### src/rtl/opdec_pkg.sv
package opdec_pkg;

  localparam int OPC_W  = 3;
  localparam int MODE_W = 2;
  localparam int NOPC   = 1 << OPC_W;
  localparam int NMODE  = 1 << MODE_W;

  typedef enum logic [OPC_W-1:0] {
    OPC_LOAD  = 3'd0,
    OPC_STORE = 3'd1,
    OPC_ADD   = 3'd2,
    OPC_SUB   = 3'd3,
    OPC_JMP   = 3'd4,
    OPC_JZ    = 3'd5,
    OPC_JC    = 3'd6,
    OPC_NOP   = 3'd7
  } opc_e;

  typedef enum logic [MODE_W-1:0] {
    AM_IMM = 2'd0,
    AM_DIR = 2'd1,
    AM_IND = 2'd2,
    AM_REG = 2'd3
  } amode_e;

  typedef enum logic [1:0] {
    BS_OPND = 2'd0,
    BS_MEM  = 2'd1,
    BS_REGA = 2'd2,
    BS_REGB = 2'd3
  } bsrc_e;

  typedef enum logic [1:0] {
    ALU_PASS = 2'd0,
    ALU_ADD  = 2'd1,
    ALU_SUB  = 2'd2
  } alu_e;

  typedef enum logic [1:0] {
    JT_NONE = 2'd0,
    JT_REL  = 2'd1,
    JT_OPND = 2'd2,
    JT_REGB = 2'd3
  } jtype_e;

  typedef enum logic [1:0] {
    JC_ALWAYS = 2'd0,
    JC_ZERO   = 2'd1,
    JC_CARRY  = 2'd2
  } jcond_e;

  typedef struct packed {
    logic   wr_a;
    logic   wr_b;
    bsrc_e  bsrc;
    logic   addr_sel;
    logic   mem_we;
    alu_e   alu_op;
    logic   flag_we;
    jtype_e jmp_type;
    jcond_e jmp_cond;
  } ctl_word_t;

  // Bit m of the result is set when addressing mode m is allowed for opc.
  function automatic logic [NMODE-1:0] mode_mask(input logic [OPC_W-1:0] opc);
    logic [NMODE-1:0] m;
    case (opc)
      OPC_LOAD, OPC_ADD, OPC_SUB: m = 4'b1111;
      OPC_STORE:                  m = 4'b0110;
      OPC_JMP, OPC_JZ, OPC_JC:    m = 4'b0111;
      default:                    m = 4'b1111;
    endcase
    return m;
  endfunction

endpackage

### src/rtl/opdec_fields.sv
module opdec_fields
  import opdec_pkg::*;
#(
  parameter int OP_W = 8
) (
  input  logic [OP_W-1:0] op_byte,
  output opc_e            opc,
  output logic            tgt_b,
  output amode_e          mode,
  output logic            ext_nz
);
  localparam int TGT_POS  = OPC_W;
  localparam int MODE_LSB = OPC_W + 1;
  localparam int EXT_LSB  = MODE_LSB + MODE_W;

  assign opc    = opc_e'(op_byte[OPC_W-1:0]);
  assign tgt_b  = op_byte[TGT_POS];
  assign mode   = amode_e'(op_byte[MODE_LSB +: MODE_W]);
  assign ext_nz = |op_byte[OP_W-1:EXT_LSB];
endmodule

### src/rtl/opdec_legal.sv
module opdec_legal
  import opdec_pkg::*;
(
  input  opc_e   opc,
  input  amode_e mode,
  input  logic   ext_nz,
  output logic   illegal
);
  logic [NOPC-1:0] row_ok;

  for (genvar g = 0; g < NOPC; g++) begin : g_row
    localparam logic [NMODE-1:0] MASK = mode_mask(OPC_W'(g));
    assign row_ok[g] = MASK[mode];
  end

  assign illegal = ext_nz | ~row_ok[opc];
endmodule

### src/rtl/opdec_word.sv
module opdec_word
  import opdec_pkg::*;
(
  input  opc_e      opc,
  input  logic      tgt_b,
  input  amode_e    mode,
  output ctl_word_t word
);
  bsrc_e data_src;
  bsrc_e reg_src;

  // Operand-side source shared by load, add and sub.
  always_comb begin
    case (mode)
      AM_IMM:  data_src = BS_OPND;
      AM_DIR,
      AM_IND:  data_src = BS_MEM;
      default: data_src = reg_src;
    endcase
  end

  // Register mode: load takes the opposite register, arithmetic takes B.
  assign reg_src = (opc == OPC_LOAD) ? (tgt_b ? BS_REGA : BS_REGB) : BS_REGB;

  always_comb begin
    word = '0;
    case (opc)
      OPC_LOAD, OPC_ADD, OPC_SUB: begin
        word.wr_a     = ~tgt_b;
        word.wr_b     = tgt_b;
        word.bsrc     = data_src;
        word.addr_sel = (mode == AM_IND);
        word.flag_we  = (opc != OPC_LOAD);
        word.alu_op   = (opc == OPC_ADD) ? ALU_ADD :
                        (opc == OPC_SUB) ? ALU_SUB : ALU_PASS;
      end
      OPC_STORE: begin
        word.mem_we   = 1'b1;
        word.bsrc     = tgt_b ? BS_REGB : BS_REGA;
        word.addr_sel = (mode == AM_IND);
      end
      OPC_JMP, OPC_JZ, OPC_JC: begin
        word.jmp_type = (mode == AM_IMM) ? JT_REL :
                        (mode == AM_DIR) ? JT_OPND : JT_REGB;
        word.jmp_cond = (opc == OPC_JZ) ? JC_ZERO :
                        (opc == OPC_JC) ? JC_CARRY : JC_ALWAYS;
      end
      default: word = '0;
    endcase
  end
endmodule

### src/rtl/opdec_top.sv
module opdec_top
  import opdec_pkg::*;
#(
  parameter int OP_W = 8
) (
  input  logic [OP_W-1:0] op_byte,
  output logic            wr_a,
  output logic            wr_b,
  output logic [1:0]      bsrc,
  output logic            addr_sel,
  output logic            mem_we,
  output logic [1:0]      alu_op,
  output logic            flag_we,
  output logic [1:0]      jmp_type,
  output logic [1:0]      jmp_cond,
  output logic            illegal
);
  opc_e      opc;
  amode_e    mode;
  logic      tgt_b;
  logic      ext_nz;
  ctl_word_t raw;
  ctl_word_t gated;

  opdec_fields #(.OP_W(OP_W)) u_fields (
    .op_byte (op_byte),
    .opc     (opc),
    .tgt_b   (tgt_b),
    .mode    (mode),
    .ext_nz  (ext_nz)
  );

  opdec_legal u_legal (
    .opc     (opc),
    .mode    (mode),
    .ext_nz  (ext_nz),
    .illegal (illegal)
  );

  opdec_word u_word (
    .opc   (opc),
    .tgt_b (tgt_b),
    .mode  (mode),
    .word  (raw)
  );

  // An illegal byte silences the whole control word.
  assign gated = illegal ? '0 : raw;

  assign wr_a     = gated.wr_a;
  assign wr_b     = gated.wr_b;
  assign bsrc     = gated.bsrc;
  assign addr_sel = gated.addr_sel;
  assign mem_we   = gated.mem_we;
  assign alu_op   = gated.alu_op;
  assign flag_we  = gated.flag_we;
  assign jmp_type = gated.jmp_type;
  assign jmp_cond = gated.jmp_cond;
endmodule

### config.mk
export PLATFORM = sky130hd
export DESIGN_NAME = opdec_top
export DESIGN_NICKNAME = d
export VERILOG_FILES = /design/src/rtl/opdec_pkg.sv /design/src/rtl/opdec_fields.sv /design/src/rtl/opdec_legal.sv /design/src/rtl/opdec_word.sv /design/src/rtl/opdec_top.sv
export SDC_FILE = /design/constraint.sdc
export NUM_CORES = 1
export LEC_CHECK = 0
export ABC_AREA = 1
export BUFFER_PORTS_ARGS = -buffer_cell sky130_fd_sc_hd__buf_2
export CAP_MARGIN = 15
export CORE_AREA = 4 4 41 43
export DETAILED_ROUTE_END_ITERATION = 7
export DIE_AREA = 0 0 45 47
export GPL_ROUTABILITY_DRIVEN = 0
export GPL_TIMING_DRIVEN = 1
export PLACE_DENSITY_LB_ADDON = 0.15
export SLEW_MARGIN = 15
export SYNTH_ARGS = -nofsm -noshare
export SYNTH_HDL_FRONTEND = slang
export SYNTH_SLANG_ARGS = --single-unit
### constraint.sdc
create_clock -name vclk -period 1.6
set_clock_uncertainty 0.05 [all_clocks]
set_input_delay 0.32 -clock vclk [all_inputs]
set_output_delay 0.32 -clock vclk [all_outputs]
set_load 0.05 [all_outputs]
Word-level counts from Yosys, hierarchy flattened. Cells that the tools add are included.

Bits of input ports: 8. Output and inout port bits: 14. Flip-flop bits (word level): 0.

Equality and inequality tests: 8. Muxes and demuxes: 24. Magnitude comparators: 2. Reductions and logical operators: 7. Bitwise operators: 3.

Operator list (number): $mux 2 (7); $mux 13 (1); $eq 3x3->1 const B (3); $mux 1 (8); $bmux 1 s2 (3); $eq 3x2->1 const B (2); $pmux 3 s2 (1); $reduce_or 3->1 (2); $lt 3x4->1 const B (1); $mux 4 (1); $pmux 2 s2 (1); $reduce_or 2->1 (2); $bmux 1 s3 (1); $eq 3x1->1 const B (1); $logic_not 3->1 (1); $lt 2x3->1 const B (1); $mux 3 (1); $reduce_bool 3->1 (1); $eq 2x1->1 const B (1); $eq 2x2->1 const B (1); $logic_not 2->1 (1); $not 1->1 (2); $or 1x1->1 (1).

Depth between registers and ports, before layout. Gate-level depths: netlist (run 1).

Depth in word-level cells: 7. Mapped depth: 8. Mapped depth without buffers: 8.

Hierarchy. From an unflattened synthesis (run 1), not the netlist that was laid out.

Cells, all modules: 81. Area, all modules: 407.9 µm².

By module, submodules not included: opdec_word (times used 1, cells an instance 34, area an instance 191.4 µm²); opdec_top (times used 1, cells an instance 27, area an instance 108.9 µm²); opdec_fields (times used 1, cells an instance 9, area an instance 56.3 µm²); opdec_legal (times used 1, cells an instance 11, area an instance 51.3 µm²).

Worst setup path before layout (run 1). OpenSTA, ideal clock, no wires.

Kind: in2out. Start point: input port op_byte[4]. End point: output port jmp_cond[0]. Data required time: 1.230 ns. Path slack: -0.550 ns. Path buffers: 0. Stages on the path: 6. Arrival: 1.780 ns. Cells stage by stage: inv_1 -> ha_1 -> inv_1 -> nand2_1 -> nand3_2 -> nor2_1.

Longest elaborated chain between the ends: 7. Elaborated cells between the ends (all ways): 11.

Ends and longest elaborated chain: start: declaration (line opdec_top.sv:6) `input logic [OP_W-1:0] op_byte,`; $bmux 1 s2 (line opdec_legal.sv:13) `assign row_ok[g] = MASK[mode];`; $mux 1 (implied by the code) (line opdec_legal.sv:13); $bmux 1 s3 (*) (line opdec_legal.sv:16) `assign illegal = ext_nz | ~row_ok[opc];`; $mux 1 (implied by the code) (*) (line opdec_legal.sv:16); $not 1->1 (*) (line opdec_legal.sv:16); $or 1x1->1 (*) (line opdec_legal.sv:16); net illegal (line opdec_top.sv:16) `output logic illegal`; $mux 13 (*) (line opdec_top.sv:48) `assign gated = illegal ? '0 : raw;`; end: declaration (line opdec_top.sv:15) `output logic [1:0] jmp_cond,`.

Mark *: on every way through the listed nets, which the timed path passes. The rest lies on a longest branch. The select of a mux whose other input is x is not followed.

Worst setup path in the final report (run 1).
Start point: input port op_byte[4]. End point: output port bsrc[1].

Longest elaborated chain between the ends: 7. Elaborated cells between the ends (all ways): 17.

Ends and longest elaborated chain: $bmux 1 s2 (line opdec_legal.sv:13); $mux 1 (implied by the code) (line opdec_legal.sv:13); $bmux 1 s3 (line opdec_legal.sv:16); $mux 1 (implied by the code) (line opdec_legal.sv:16); $not 1->1 (line opdec_legal.sv:16); $or 1x1->1 (line opdec_legal.sv:16); $mux 13 (*) (line opdec_top.sv:48); end: declaration (line opdec_top.sv:9) `output logic [1:0] bsrc,`.

Mark *: on every way between the ends. The rest lies on a longest branch, timed or not. The select of a mux whose other input is x is not followed.

==> results.sh, run 1 <==
export IMPL_synth_area_per_cell_sq_um=5.654
export IMPL_postLayoutSetupSlackWorst_ps=-83.13
export IMPL_dp_cells=99
export IMPL_min_delay_path_class="in2out"
export IMPL_dieHeight_um=47
export IMPL_finalPower_w=0.0001989
export IMPL_dr_pass1_iters=1
export IMPL_detail_route_wl_per_cell_um=9.238
export IMPL_grt_start_max_net_pins=8
export IMPL_grt_overflow=0
export IMPL_power_combinational_fraction_pct=100.0
export IMPL_cp_end_kind="output port"
export IMPL_fin_crit_ps=1683
export IMPL_floorplan_rows=13
export IMPL_start_kind="input pin"
export IMPL_power_density_cell_area_mw_per_mm2=234.8
export IMPL_gr_usage_total_pct=9.284
export IMPL_timing_slew_headroom_pct=88.10
export IMPL_hold_ws_ps=1009
export IMPL_first_global_vias=397
export IMPL_status="complete, but fails checks"
export IMPL_core_area_sq_mm=0.001301
export IMPL_non_filler_cells_in_the_finished_layout=101
export IMPL_postPlaceCellArea_sq_um=638.1
export IMPL_detailed_place_hpwl_um=762.4
export IMPL_wire_length_of_the_first_global_routing_pass_um=1566
export IMPL_fp_dieArea_sq_mm=0.002115
export IMPL_die_w_um=45
export IMPL_drt_vias_per_instance=4.347
export IMPL_seq_power_share_pct=0
export IMPL_final_layout_size_suffix_gt1_share_pct=80.23
export IMPL_synthToLayoutAreaGrowth_pct=188.1
export IMPL_drc_marker_count_from_the_first_detailed_route_iteration=0
export IMPL_vias=439
export IMPL_holdBufCountCts=0
export IMPL_timing_max_cap_violations=0
export IMPL_synth_area_sq_um=294.0
export IMPL_netSwitchingPower_w=0.0001159
export IMPL_failed_checks="setup timing"
export IMPL_timing_worst_setup_path_type="in2out"
export IMPL_achievable_clock_frequency_ghz=0.5941
export IMPL_ir_worst_vdd_mv=0.1204
export IMPL_timing_critical_path_required_ps=1230
export IMPL_area_sequential_sq_um=0
export IMPL_tightestPinTransition_ps=178.6
export IMPL_finalInstanceArea_sq_um=847.1
export IMPL_wl_um=933
export IMPL_power_leakage_nw=0.3607
export IMPL_final_setup_tns_ps=-491.8
export IMPL_n_fill_cell=110
export IMPL_flops_and_latches=0
export IMPL_design_final_nets=101
export IMPL_remaining_antenna_violation_count_after_routing=0
export IMPL_drc_violations_left=0
export IMPL_floorplan_initialDensity_pct=22.60
export IMPL_grt_setup_unrepaired="true"
export IMPL_antenna_diode_count=0
export IMPL_number_of_clock_buffers_in_the_layout=0
export IMPL_antenna_violations_before_repair=0
export IMPL_top_level_ports=22
export IMPL_timing_max_transition_violations_final=0
export IMPL_timing_final_hold_violations=0
export IMPL_ys_seq_area_share_pct=0
export IMPL_cp_max_fo=4
export IMPL_cellInternalPower_w=0.00008298
export IMPL_crit_arrival_ps=1310
export IMPL_syn_instance_count=52
export IMPL_setup_viol=12
export IMPL_port_buffer_count=22
export IMPL_pwr_share_clk_pct=0
export IMPL_post_synth_num_cell_types=13
export IMPL_syn_num_nets=65
export IMPL_finalCritPeriodShare_pct=105.2
export IMPL_yosysWarningCount=0
export IMPL_swShare_pct=58.28
## per-layer routing
layer  share of wire (%)  track usage (%)  wire [um]  vias up
li1                    -                -          -      228
met4                   0                0          0        0
met2                  58            19.21        543       12
met5                   0                0          0        -
met1                  35            11.01        331      199
met3                 6.2           0.3831         58        0
## cell families after synthesis
kind of cell	count (synthesis)	synth area share (%)
adders and majority gates	5	21.28
buffers and inverters	14	17.87
and+or+nand+nor	30	54.47
AOI/OAI and AO/OA	3	6.384
## layout by cell type (no fill, tap or decap), drive strengths merged
master and n:
nand4 1, nor2 10, clkinvlp 4, a21oi 3
ha 5, buf 33, nand2 12, nand3 7
clkbuf 1, inv 10
## stage by stage
stage          worst slack, ps  utilization [%]
6_report                -83.13            65.10
4_1_cts                 -84.29            60.00
3_5_place_dp            -296.1            49.04
2_1_floorplan           -129.6                -
5_1_grt                 -125.2            65.10
3_3_place_gp            -292.0            49.04
## critical path, cell delays in order
cell	delay, ps
sky130_fd_sc_hd__buf_12	90
sky130_fd_sc_hd__inv_12	30
sky130_fd_sc_hd__ha_4	260
sky130_fd_sc_hd__inv_4	40
sky130_fd_sc_hd__nand3_4	60
sky130_fd_sc_hd__nand3_4	100
sky130_fd_sc_hd__buf_6	140
sky130_fd_sc_hd__a21oi_4	100
sky130_fd_sc_hd__buf_6	170
## power groups by stage
stage | Sequential [W] | Clock, W | Combinational [W]
2_1_floorplan | 0 | 0 | 0.0000977
3_3_place_gp | 0 | 0 | 0.000155
3_5_place_dp | 0 | 0 | 0.000156
4_1_cts | 0 | 0 | 0.000184
5_1_grt | 0 | 0 | 0.000212
6_report | 0 | 0 | 0.000199
## synth_stat cells
master | count | area share, %
sky130_fd_sc_hd__nand3_1 | 4 | 6.8
sky130_fd_sc_hd__nor2_2 | 1 | 2.1
sky130_fd_sc_hd__inv_2 | 2 | 2.6
sky130_fd_sc_hd__ha_1 | 5 | 21
sky130_fd_sc_hd__nor2_1 | 8 | 10
sky130_fd_sc_hd__nand3_2 | 3 | 10
sky130_fd_sc_hd__inv_1 | 12 | 15
sky130_fd_sc_hd__nor2_8 | 1 | 6.8
sky130_fd_sc_hd__a21oi_2 | 1 | 3.0
sky130_fd_sc_hd__nand4_1 | 1 | 2.1
sky130_fd_sc_hd__a21oi_1 | 2 | 3.4
sky130_fd_sc_hd__nand2_1 | 11 | 14
sky130_fd_sc_hd__nand2_2 | 1 | 2.1
## final cells by class
| class | instances | area, sq um | area share (%) |
|---|---|---|---|
| repair buffers | 34 | 334.1 | 39.44 |
| multi-input cells | 38 | 404.1 | 47.71 |
| inverters | 14 | 90.09 | 10.64 |
| well taps | 15 | 18.77 | 2.216 |
## timing repair
action	in CTS	in global routing
pin swaps	7	2
resized for setup	41	12
setup buffers	1	1
endpoints found under the setup margin	14	14
## path summary, 6_finish.rpt
path	from	end	slack [ps]	cells past startpoint
max	op_byte[4]	bsrc[1]	-80	9
min	op_byte[3]	wr_b	1010	4
Note: power is estimated with default switching activity, not from simulation.
==> run 2, diff against run 1 <==
- SETUP_SLACK_MARGIN: not set -> 0.1
==> run 2 against run 1 <==
The run still ends with setup timing left; clock-buffer cell count is the same; global-route usage increased by 1.3 points; combinational power is essentially flat; non-clock buffer count shrank 4; sequential share of layout area unchanged; via count shrank 5.2%; setup slack worse by 7.8 ps; power is 1.6% higher; fmax fell by 0.46%; final cell count decreased by 4.0%; hold slack worse by 3.0 ps; critical path type unchanged; critical endpoint is now bsrc[0]; largest power group unchanged.
==> results.sh, run 2 (synthesis gave the netlist of run 1 again) <==
export IMPL_status="complete, but fails checks"
export IMPL_failed_checks="setup timing"
export IMPL_number_of_clock_buffers_in_the_layout=0
export IMPL_final_setup_tns_ps=-593.8
export IMPL_timing_slew_headroom_pct=84.17
export IMPL_start_kind="input pin"
export IMPL_timing_final_hold_violations=0
export IMPL_wire_length_of_the_first_global_routing_pass_um=1745
export IMPL_port_buffer_count=22
export IMPL_drc_marker_count_from_the_first_detailed_route_iteration=0
export IMPL_timing_max_cap_violations=0
export IMPL_floorplan_initialDensity_pct=22.60
export IMPL_design_final_nets=97
export IMPL_netSwitchingPower_w=0.0001185
export IMPL_pwr_share_clk_pct=0
export IMPL_grt_overflow=0
export IMPL_final_common_cell="sky130_fd_sc_hd__buf_6"
export IMPL_antenna_violations_before_repair=0
export IMPL_ir_worst_vdd_mv=0.1432
export IMPL_cp_end_kind="output port"
export IMPL_grt_setup_unrepaired="true"
export IMPL_cp_num_buf_inv=5
export IMPL_timing_critical_path_required_ps=1230
export IMPL_power_combinational_fraction_pct=100.0
export IMPL_seq_power_share_pct=0
export IMPL_dr_pass1_iters=1
export IMPL_timing_max_transition_violations_final=0
export IMPL_postPlaceCellArea_sq_um=668.1
export IMPL_finalCritPeriodShare_pct=105.7
export IMPL_cp_cell_sequence="buf_12, inv_12, ha_4, inv_4, nand3_4, nand3_4, buf_12, a21oi_4, buf_6"
export IMPL_post_cts_setup_buffers=0
export IMPL_cp_slowest_cell="sky130_fd_sc_hd__ha_4"
export IMPL_fin_crit_ps=1691
export IMPL_finalInstanceArea_sq_um=844.6
export IMPL_die_w_um=45
export IMPL_drc_violations_left=0
export IMPL_cellInternalPower_w=0.00008367
export IMPL_top_level_ports=22
export IMPL_timing_worst_setup_path_type="in2out"
export IMPL_flops_and_latches=0
export IMPL_fp_dieArea_sq_mm=0.002115
export IMPL_cpPeakStageDelay_ps=260
export IMPL_cp_top_family="buffers and inverters"
export IMPL_postLayoutSetupSlackWorst_ps=-90.93
export IMPL_grt_start_max_net_pins=8
export IMPL_crit_arrival_ps=1320
export IMPL_final_cell_mix="13 x sky130_fd_sc_hd__buf_6, 7 x sky130_fd_sc_hd__nand2_1, 7 x sky130_fd_sc_hd__nor2_4"
export IMPL_floorplan_rows=13
export IMPL_setup_viol=13
export IMPL_min_delay_path_class="in2out"
export IMPL_antenna_diode_count=0
export IMPL_power_density_cell_area_mw_per_mm2=239.4
export IMPL_achievable_clock_frequency_ghz=0.5914
export IMPL_gr_usage_total_pct=10.54
export IMPL_detailed_place_hpwl_um=791.9
export IMPL_power_leakage_nw=0.3520
export IMPL_tightestPinTransition_ps=236.7
export IMPL_area_sequential_sq_um=0
export IMPL_vias=416
export IMPL_drt_vias_per_instance=4.289
export IMPL_finalPower_w=0.0002022
export IMPL_hold_ws_ps=1006
export IMPL_final_layout_size_suffix_gt1_share_pct=76.83
export IMPL_swShare_pct=58.61
export IMPL_dieHeight_um=47
export IMPL_cp_max_fo=3
export IMPL_first_global_vias=421
export IMPL_core_area_sq_mm=0.001301
export IMPL_synthToLayoutAreaGrowth_pct=187.2
export IMPL_detail_route_wl_per_cell_um=10.38
export IMPL_remaining_antenna_violation_count_after_routing=0
export IMPL_wl_um=1007
run 2: changes by cell type in the layout (fill, tap and decap cells not counted), sizes merged:
cell,change
buf,-4
run 2: path summary, 6_finish.rpt:
kind / from / endpoint / slack, ps / cells past startpoint
max: op_byte[4] / bsrc[0] / -90 / 9
min: op_byte[3] / wr_b / 1010 / 4
run 2: routing by layer:
layer  share of wire [%]  routed length (um)  GRT usage, %  vias to the layer above
met3                 6.4                  64         1.533                        0
met2                  58                 582         22.03                       12
met4                   0                   0             0                        0
li1                    -                   -             -                      216
met1                  36                 360         11.69                      188
met5                   0                   0             0                        -
run 2: what timing repair did:
action,4_1_cts,5_1_grt
gates resized for setup,46,2
pin swaps,5,2
endpoints found under the setup margin,14,14
hold buffers,0,0
gates cloned,0,0
run 2: layout make-up:
cell class	instances	area, sq um
inverters	14	100.1
well taps	15	18.77
repair buffers	30	321.6
fillers	114	456.7
multi-input cells	38	404.1
run 2: tightest hold or removal path, delay by kind of cell:
kind	cells	cell delay [ps]
buffers and inverters	2	260
AND/OR/NAND/NOR	2	160
run 2: per-stage QoR:
step           util [%]  instances  setup slack (ps)
3_3_place_gp      51.35         97            -292.6
5_1_grt           64.90         97            -131.5
6_report          64.90         97            -90.93
4_1_cts           64.42         97            -96.45
3_5_place_dp      51.35         97            -296.5
2_1_floorplan         -         52            -53.03
run 2: power by group through the flow:
stage | clock (W) | sequential [W] | combinational (W)
after floorplan | 0 | 0 | 0.000107
after global placement | 0 | 0 | 0.000166
after detailed placement | 0 | 0 | 0.000167
after CTS | 0 | 0 | 0.000202
after global routing | 0 | 0 | 0.000215
final | 0 | 0 | 0.000202
==> run 3, diff against run 2 <==
- ABC_AREA: 1 -> not set
==> run 3 against run 2 <==
Highest routed layer unchanged; critical path type unchanged; wire length fell by 2.3%; setup slack got worse by 150 ps; largest power group unchanged; hold slack got worse by 85 ps; the flow still finishes with violations (setup timing); via count fell by 5.5%; cell area fell by 3.9%; fmax fell by 8.4%; critical endpoint is now jmp_type[0].
==> results.sh, run 3 <==
export IMPL_timing_max_transition_violations_final=0
export IMPL_seq_power_share_pct=0
export IMPL_wirelength_met1_um=387
export IMPL_cp_max_fo=2
export IMPL_start_kind="input pin"
export IMPL_drc_violations_left=0
export IMPL_grt_overflow=0
export IMPL_synth_top_cells_by_count="5 x sky130_fd_sc_hd__ha_1, 5 x sky130_fd_sc_hd__nor2_1, 3 x sky130_fd_sc_hd__nand2_1, 3 x sky130_fd_sc_hd__nand2b_1, 3 x sky130_fd_sc_hd__nor3_1"
export IMPL_synthToLayoutAreaGrowth_pct=231.1
export IMPL_top_signal_layer_used="met3"
export IMPL_length_of_routed_met3_wiring_um=51
export IMPL_tightestPinTransition_ps=308.9
export IMPL_n_fill_cell=117
export IMPL_timing_worst_setup_path_type="in2out"
export IMPL_timing_max_cap_violations=0
export IMPL_wl_um=984
export IMPL_final_cell_mix="12 x sky130_fd_sc_hd__buf_6, 12 x sky130_fd_sc_hd__buf_4, 6 x sky130_fd_sc_hd__nor2_4, 6 x sky130_fd_sc_hd__buf_8, 5 x sky130_fd_sc_hd__buf_2"
export IMPL_die_w_um=45
export IMPL_netSwitchingPower_w=0.0001031
export IMPL_remaining_antenna_violation_count_after_routing=0
export IMPL_flops_and_latches=0
export IMPL_ir_worst_vdd_mv=0.1071
export IMPL_fp_dieArea_sq_mm=0.002115
export IMPL_floorplan_rows=13
export IMPL_hold_end="wr_a"
export IMPL_power_density_cell_area_mw_per_mm2=237.6
export IMPL_ys_top_cells_by_area="sky130_fd_sc_hd__ha_1 26%, sky130_fd_sc_hd__nand2b_1 7.7%, sky130_fd_sc_hd__nor2_1 7.7%, sky130_fd_sc_hd__nor3_1 6.1%, sky130_fd_sc_hd__nand2b_4 5.6%"
export IMPL_grt_start_max_net_pins=6
export IMPL_yosysWarningCount=0
export IMPL_status="complete, but fails checks"
export IMPL_swShare_pct=53.42
export IMPL_ys_seq_area_share_pct=0
export IMPL_drc_marker_count_from_the_first_detailed_route_iteration=0
export IMPL_dr_pass1_iters=1
export IMPL_postLayoutSetupSlackWorst_ps=-245.9
export IMPL_floorplan_initialDensity_pct=18.85
export IMPL_timing_final_hold_violations=0
export IMPL_finalCritPeriodShare_pct=115.4
export IMPL_final_layout_size_suffix_gt1_share_pct=90.14
export IMPL_number_of_clock_buffers_in_the_layout=0
export IMPL_post_synth_num_cell_types=17
export IMPL_antenna_violations_before_repair=0
export IMPL_post_synth_top_area_cell="sky130_fd_sc_hd__ha_1"
export IMPL_hold_ws_ps=921.0
export IMPL_antenna_diode_count=0
export IMPL_area_sequential_sq_um=0
export IMPL_dieHeight_um=47
export IMPL_detailed_place_hpwl_um=786.5
export IMPL_detail_route_wl_per_cell_um=11.44
export IMPL_drt_vias_per_instance=4.570
export IMPL_achievable_clock_frequency_ghz=0.5417
export IMPL_min_delay_path_class="in2out"
export IMPL_synth_top_cell_area_share_pct=25.51
export IMPL_syn_num_nets=49
export IMPL_fin_crit_ps=1846
export IMPL_wire_length_of_the_first_global_routing_pass_um=1573
export IMPL_worst_hold_startpoint="op_byte[3]"
export IMPL_failed_checks="setup timing"
export IMPL_preCtsSetupSlack_ps=-393.1
export IMPL_gr_usage_total_pct=9.693
export IMPL_core_area_sq_mm=0.001301
export IMPL_detailroute_wirelength_met2_um=545
export IMPL_top_level_ports=22
export IMPL_port_buffer_count=22
export IMPL_design_final_nets=86
export IMPL_cp_startpoint="op_byte[4]"
export IMPL_holdBufCountCts=0
export IMPL_min_delay_path_depth=3
export IMPL_crit_arrival_ps=1480
export IMPL_syn_instance_count=36
export IMPL_synth_area_per_cell_sq_um=6.812
export IMPL_setup_viol=10
export IMPL_synth_area_sq_um=245.2
export IMPL_timing_critical_path_required_ps=1230
export IMPL_pwr_share_clk_pct=0
export IMPL_cellInternalPower_w=0.00008989
export IMPL_power_leakage_nw=0.3450
export IMPL_cp_end_kind="output port"
export IMPL_vias=393
export IMPL_timing_slew_headroom_pct=79.32
export IMPL_power_combinational_fraction_pct=100.0
export IMPL_grt_setup_unrepaired="true"
export IMPL_first_global_vias=376
run 3: changes by cell type after synthesis, sizes merged, moves of 2 or more:
cell | previous run | this run
inv | 14 | 2
nand2 | 12 | 3
and3 | 0 | 2
o21ai | 0 | 2
nor2 | 10 | 7
nand2b | 0 | 4
nor3 | 0 | 3
nand3 | 7 | 0
run 3: kinds of logic (layout without fill, tap and decap cells):
logic type | after synthesis | after routing | synth area share (%)
compound gates | 5 | 5 | 11.74
buf+inv | 2 | 37 | 3.062
simple gates | 24 | 24 | 59.69
fa+ha+maj | 5 | 5 | 25.51
run 3: worst max-delay path by stage:
stage	to	depth (start not counted)
after detailed placement	jmp_type[0]	6
after global placement	jmp_type[0]	6
after floorplan	jmp_type[0]	4
final	jmp_type[0]	6
after global routing	jmp_type[0]	6
after CTS	jmp_type[1]	6
run 3: power groups by stage:
stage	combinational [W]	sequential [W]	clock (W)
3_5_place_dp	0.000153	0	0
3_3_place_gp	0.000153	0	0
6_report	0.000193	0	0
5_1_grt	0.000203	0	0
2_1_floorplan	0.0000910	0	0
4_1_cts	0.000184	0	0
run 3: what timing repair did:
action	CTS	global route
gates resized for setup	43	7
setup endpoints to repair	14	14
endpoints found under the hold margin	0	0
pin swaps	5	3
buffers inserted	0	1
gates cloned	0	0
run 3: per-stage QoR:
step	util [%]	cells	area (sq um)	power (W)	setup TNS [ps]
3_3_place_gp	47.12	85	613.1	0.0001525	-3025
2_1_floorplan	-	36	394.1	0.00009096	-702.5
6_report	62.40	86	812.0	0.0001930	-1292
5_1_grt	62.40	86	812.0	0.0002034	-1637
3_5_place_dp	47.12	85	613.1	0.0001534	-3079
4_1_cts	59.23	85	770.7	0.0001843	-1404
run 3: area by class of cell:
type / instances / area [sq um] / area share (%)
inverters: 2 / 25.02 / 3.082
repair buffers: 35 / 340.3 / 41.91
multi-input cells: 34 / 427.9 / 52.70
well taps: 15 / 18.77 / 2.311
run 3: critical path, stage by stage:
cell and delay, ps:
sky130_fd_sc_hd__buf_8 100, sky130_fd_sc_hd__ha_4 150, sky130_fd_sc_hd__or4b_4 480, sky130_fd_sc_hd__nand2b_4 180, sky130_fd_sc_hd__nor2_4 100, sky130_fd_sc_hd__buf_8 150
run 3: routing by layer:
metal	vias to the layer above	global-route usage, %
met2	11	19.21
li1	198	-
met3	0	0
met4	0	0
met1	184	12.42
met5	-	0
